### config.mk
export PLATFORM = sky130hd
export DESIGN_NAME = lsd_fault_supervisor
export DESIGN_NICKNAME = d
export VERILOG_FILES = /design/src/rtl/lsd_fault_pkg.sv /design/src/rtl/ocp_channel_fsm.sv /design/src/rtl/fault_combiner.sv /design/src/rtl/lsd_fault_supervisor.sv
export SDC_FILE = /design/constraint.sdc
export NUM_CORES = 1
export LEC_CHECK = 0
export BUFFER_PORTS_ARGS = -buffer_cell sky130_fd_sc_hd__buf_2
export CAP_MARGIN = 30
export CORE_MARGIN = 2
export CORE_UTILIZATION = 30
export CTS_BUF_LIST = sky130_fd_sc_hd__clkbuf_4 sky130_fd_sc_hd__clkbuf_8
export CTS_CLUSTER_SIZE = 40
export DETAILED_ROUTE_END_ITERATION = 12
export PLACE_DENSITY = 0.49
export SLEW_MARGIN = 0
export SYNTH_ARGS = -nofsm -noshare
export SYNTH_HDL_FRONTEND = slang
export SYNTH_SLANG_ARGS = --single-unit
### constraint.sdc
create_clock -name clk -period 3.4 [get_ports clk]
set_clock_uncertainty 0.05 [all_clocks]
set_input_delay 0.17 -clock clk [delete_from_list [all_inputs] [get_ports clk]]
set_output_delay 0.17 -clock clk [all_outputs]
set_load 0.03 [all_outputs]
### src/rtl/lsd_fault_pkg.sv
`timescale 1ns/1ps
package lsd_fault_pkg;

    typedef enum logic [1:0] {
        CH_IDLE = 2'd0,
        CH_QUAL = 2'd1,
        CH_TRIP = 2'd2
    } ch_state_e;

    function automatic int max_of(input int a, input int b);
        return (a > b) ? a : b;
    endfunction

endpackage

### src/rtl/ocp_channel_fsm.sv
`timescale 1ns/1ps
module ocp_channel_fsm
    import lsd_fault_pkg::*;
#(
    parameter int DEGLITCH_CYC = 350,
    parameter int RETRY_CYC    = 120000
) (
    input  logic clk,
    input  logic rst,
    input  logic uv_clr,
    input  logic oc_raw,
    output logic tripped
);

    localparam int MAXC = max_of(DEGLITCH_CYC, RETRY_CYC);
    localparam int CW   = $clog2(MAXC + 1);
    localparam logic [CW-1:0] QUAL_LAST = CW'(DEGLITCH_CYC - 1);
    localparam logic [CW-1:0] HOLD_LAST = CW'(RETRY_CYC - 1);

    ch_state_e     st_q, st_d;
    logic [CW-1:0] cnt_q, cnt_d;

    // next-state logic
    always_comb begin
        st_d  = st_q;
        cnt_d = cnt_q;
        if (uv_clr) begin
            st_d  = CH_IDLE;
            cnt_d = '0;
        end else begin
            unique case (st_q)
                CH_IDLE: begin
                    if (oc_raw) begin
                        st_d  = CH_QUAL;
                        cnt_d = CW'(1);
                    end
                end
                CH_QUAL: begin
                    if (!oc_raw) begin
                        st_d  = CH_IDLE;
                        cnt_d = '0;
                    end else if (cnt_q == QUAL_LAST) begin
                        st_d  = CH_TRIP;
                        cnt_d = '0;
                    end else begin
                        cnt_d = cnt_q + 1'b1;
                    end
                end
                CH_TRIP: begin
                    if (cnt_q == HOLD_LAST) begin
                        st_d  = CH_IDLE;
                        cnt_d = '0;
                    end else begin
                        cnt_d = cnt_q + 1'b1;
                    end
                end
                default: begin
                    st_d  = CH_IDLE;
                    cnt_d = '0;
                end
            endcase
        end
    end

    // state register
    always_ff @(posedge clk or posedge rst) begin
        if (rst) begin
            st_q  <= CH_IDLE;
            cnt_q <= '0;
        end else begin
            st_q  <= st_d;
            cnt_q <= cnt_d;
        end
    end

    // output decode
    always_comb begin
        tripped = (st_q == CH_TRIP);
    end

endmodule

### src/rtl/fault_combiner.sv
`timescale 1ns/1ps
module fault_combiner #(
    parameter int NCH = 4
) (
    input  logic           clk,
    input  logic           rst,
    input  logic [NCH-1:0] trip_vec,
    input  logic           ot_flag,
    input  logic           uv_flag,
    output logic           kill_all,
    output logic           fault_n,
    output logic           step_block,
    output logic           logic_rst_req
);

    logic any_trip;

    always_comb begin
        any_trip = |trip_vec;
    end

    always_ff @(posedge clk or posedge rst) begin
        if (rst) begin
            kill_all      <= 1'b0;
            fault_n       <= 1'b1;
            step_block    <= 1'b0;
            logic_rst_req <= 1'b0;
        end else begin
            kill_all      <= ot_flag | uv_flag;
            fault_n       <= ~(any_trip | ot_flag);
            step_block    <= any_trip | ot_flag | uv_flag;
            logic_rst_req <= uv_flag;
        end
    end

endmodule

### src/rtl/lsd_fault_supervisor.sv
`timescale 1ns/1ps
module lsd_fault_supervisor #(
    parameter int NCH          = 4,
    parameter int DEGLITCH_CYC = 350,
    parameter int RETRY_CYC    = 120000
) (
    input  logic           clk,
    input  logic           rst,
    input  logic [NCH-1:0] oc_raw,
    input  logic           ot_flag,
    input  logic           uv_flag,
    output logic [NCH-1:0] ch_off,
    output logic           kill_all,
    output logic           fault_n,
    output logic           step_block,
    output logic           logic_rst_req
);

    for (genvar g = 0; g < NCH; g++) begin : g_ch
        ocp_channel_fsm #(
            .DEGLITCH_CYC(DEGLITCH_CYC),
            .RETRY_CYC   (RETRY_CYC)
        ) u_ch (
            .clk    (clk),
            .rst    (rst),
            .uv_clr (uv_flag),
            .oc_raw (oc_raw[g]),
            .tripped(ch_off[g])
        );
    end

    fault_combiner #(
        .NCH(NCH)
    ) u_comb (
        .clk          (clk),
        .rst          (rst),
        .trip_vec     (ch_off),
        .ot_flag      (ot_flag),
        .uv_flag      (uv_flag),
        .kill_all     (kill_all),
        .fault_n      (fault_n),
        .step_block   (step_block),
        .logic_rst_req(logic_rst_req)
    );

endmodule

==> flow_metrics.py <==
metrics = {
    "outcome": {
        "outcome": "finished clean",
    },
    "synth": {
        "ys_types": 61,
        "ys_seq_elements": 80,
        "synth_area_leader_cell": "dfrtp_1",
        "async_flop_share_pct": 100.0,
        "yosysSeqAreaShare_pct": 43.27,
        "syn_inst": 510,
        "synth_top_area_share_pct": 42.70,
        "netlist_area_sq_um": 4629,
        "synth.area.top_cells": "dfrtp_1, nand2_1, xnor2_1, xor2_1, nand3_1",
        "avgSynthCellArea_sq_um": 9.077,
        "dominantRegCellSynth": "dfrtp_1",
        "synth_warnings": 0,
        "synth_edf_count": 0,
        "syn-num-nets": 526,
    },
    "clock_tree": {
        "postCtsHoldBufs": 1,
        "clkSinkCount": 80,
        "cts_resized": 0,
        "cts_buffers": 9,
        "clockBufferDepth": 2,
        "worst_skew_pair.late_latency_ns": 0.37,
        "cts_setup_buffers": 0,
        "clkTransAtPathRegs_ns": 0.08,
        "cts_tree": "done",
        "cts_htree_levels": 3,
        "cts-root-buf": "clkbuf_8",
    },
    "worst_setup_path": {
        "cpLargestDelayFamily": "compound AO/OA/AOI/OAI gates",
        "cp_data_arrival_time_ns": 2.85,
        "crit_required_ns": 3.57,
        "critPathKind": "flop to flop",
        "critical_path_depth": 7,
        "start_kind": "flop",
        "cp_cell_sequence": "inv_1 -> ha_1 -> or4b_2 -> nor3_1 -> a311oi_1 -> o21bai_2 -> o22ai_1",
        "reg2reg_depth": 7,
        "slowest_stage": "o21bai_2",
        "cp-end-kind": "flop",
        "critPathMaxFanout": 16,
        "crit_buf_inv": 1,
        "max_stage_delay_ns": 0.65,
    },
    "floorplanning": {
        "start_util_pct": 30.57,
        "die_height_microns": 128.2,
        "coreArea_sq_um": 15150,
        "rows": 45,
        "pin_count": 16,
        "die_area_sq_um": 16440,
        "dieWidth_microns": 128.2,
    },
    "layout": {
        "diodes": 0,
        "fillers": 1560,
        "drive_gt1_share_pct": 10.25,
        "nNetsFinal": 540,
        "utilization_pct": 33.86,
        "final_cell_mix": "dfrtp_1, nand2_1, nor2_1",
        "final_common_cell": "dfrtp_1",
        "area_delta_synth_final_pct": 10.78,
    },
    "timing": {
        "setup_tns_ns": 0,
        "max_freq_mhz": 372.8,
        "hold_viol_final": 0,
        "maxSlewHeadroom_pct": 40.75,
        "slew_violations": 0,
        "period_minus_slack_ns": 2.682,
        "worst_slew_pin_slew_ns": 0.8828,
        "rsz0062_at_grt": "no",
        "finalSetupViolCount": 0,
        "finalCritPeriodShare_pct": 78.89,
    },
    "power_and_ir_drop": {
        "p_leak_uw": 0.002001,
        "seqPwrFrac_pct": 51.6,
        "power_frac_comb_pct": 7.0,
        "vdd_ir_drop_max_uv": 174.8,
        "internal_power_uw": 1427,
        "p_sw_share_pct": 24.94,
        "p_sw_uw": 474.1,
        "clock_power_share_pct": 41.4,
        "power.density_nw_per_um2": 370.6,
    },
    "drt": {
        "wl_per_cell_microns": 15.29,
        "num_vias": 3883,
        "postRouteAntennaNets": 0,
        "post-route-drc-count": 0,
        "firstDrtPassIters": 4,
        "drt-vias-per-instance": 5.431,
        "wirelength_mm": 10.93,
        "drtIter0Drc": 276,
    },
    "placement": {
        "gp_congestion": 0.8252,
        "io_buffers": 15,
        "dp_hpwl_mm": 7.380,
    },
    "grt": {
        "grt_use_total_pct": 14.43,
        "grt_pass1_vias": 3783,
        "grt_overflow": 0,
        "grt_pass1_wl_mm": 19.09,
        "grt_max_degree": 42,
        "grt_antenna_before_repair": 0,
    },
    "hold_path": {
        "hold_class": "input port to flop",
        "hold_depth": 2,
    },
    "run": {
        "drv_cap": 0,
    },
}
-- registers in the layout (all words and copies together) (netlist names) --
signal	cells
g_ch.u_ch.cnt_q	68
u_comb.fault_n	1
g_ch.u_ch.st_q	8
u_comb.step_block	1
u_comb.logic_rst_req	1
u_comb.kill_all	1
-- Yosys cell counts, types with 3 or more instances --
cell,instances
dfrtp_1,79
nand2_1,67
nor2_1,32
nand3_1,25
a21oi_1,21
xnor2_1,20
inv_1,19
nor3_1,19
xor2_1,19
a211oi_1,16
o21ai_0,16
clkbuf_1,15
nor4_1,15
and3_1,13
nand4_1,13
o221ai_1,11
and2_1,8
ha_1,8
o211ai_1,8
and4_1,7
nor2b_1,7
o2111ai_1,6
buf_4,5
nor4bb_1,4
o21a_1,4
or3_1,4
nand2b_1,3
nor4b_1,3
o31ai_1,3
or4_1,3
-- final timing paths --
check | from | slack [ns] | to
min | ot_flag | 0.005 | u_comb.kill_all
max | g_ch[0].u_ch.cnt_q[1] | 0.72 | g_ch[0].u_ch.cnt_q[1]
max reg2reg | g_ch[0].u_ch.cnt_q[1] | 0.72 | g_ch[0].u_ch.cnt_q[1]
max in group asynchronous | rst | 2.13 | g_ch[2].u_ch.cnt_q[16]
min in group asynchronous | rst | 0.40 | g_ch[1].u_ch.cnt_q[0]
min reg2reg | g_ch[2].u_ch.st_q[0] | 0.51 | g_ch[2].u_ch.st_q[0]
-- area by class of cell --
cell class	count	area, sq um	share of cell area [%]
clock inverter	4	70.07	1.366
inverter	20	76.32	1.488
multi-input combinational	386	2439	47.55
tap	188	235.2	4.586
sequential	80	2003	39.06
timing repair buffer	27	167.7	3.269
clock buffer	10	137.6	2.684
-- cells by family (layout without fill, tap and decap cells) --
| group | count (synthesis) | in the layout | synth area share (%) |
|---|---|---|---|
| adders and majority gates | 8 | 8 | 2.162 |
| AOI/OAI and AO/OA | 102 | 102 | 15.76 |
| muxes | 1 | 1 | 0.2162 |
| xor gates and xnor gates | 39 | 39 | 7.378 |
| and+or+nand+nor | 236 | 236 | 27.03 |
| DFF | 80 | 80 | 43.27 |
| buffers and inverters | 44 | 61 | 4.189 |
-- stage by stage --
stage,std cells,hold WS (ns),setup WS (ns),instance area (sq um),power (uW)
floorplan,510,0.1514,1.130,4629,1088
global placement,700,0.2537,0.8123,4911,1133
detailed placement,700,0.2674,0.6957,4911,1135
CTS,715,0.0009277,0.7085,5129,1928
global route,715,0.01366,0.3861,5129,1987
finish,715,0.005441,0.7179,5129,1901
-- power by group through the flow --
| stage | Sequential, uW | Combinational, uW | Clock, uW |
|---|---|---|---|
| after global routing | 984 | 155 | 848 |
| after global placement | 998 | 134 | 0 |
| after detailed placement | 999 | 136 | 0 |
| final | 980 | 134 | 787 |
| after CTS | 980 | 137 | 810 |
| after floorplan | 1000 | 88.0 | 0 |
-- worst reg2reg max path, delay by kind of cell (launching register included) --
family / cells / cell delay [ns]
buf+inv: 1 / 0.09
fa+ha+maj: 1 / 0.14
flops: 1 / 0.41
compound gates: 3 / 1.09
simple gates: 2 / 0.74
-- per-layer routing --
layer	vias to the layer above	wire, microns	global-route usage (%)
li1	1894	-	-
met1	1924	5391	19.46
met2	51	4993	22.75
met3	14	333	2.629
met4	0	210	6.141
met5	-	0	0
No activity file was read; power rests on OpenSTA's default activity.
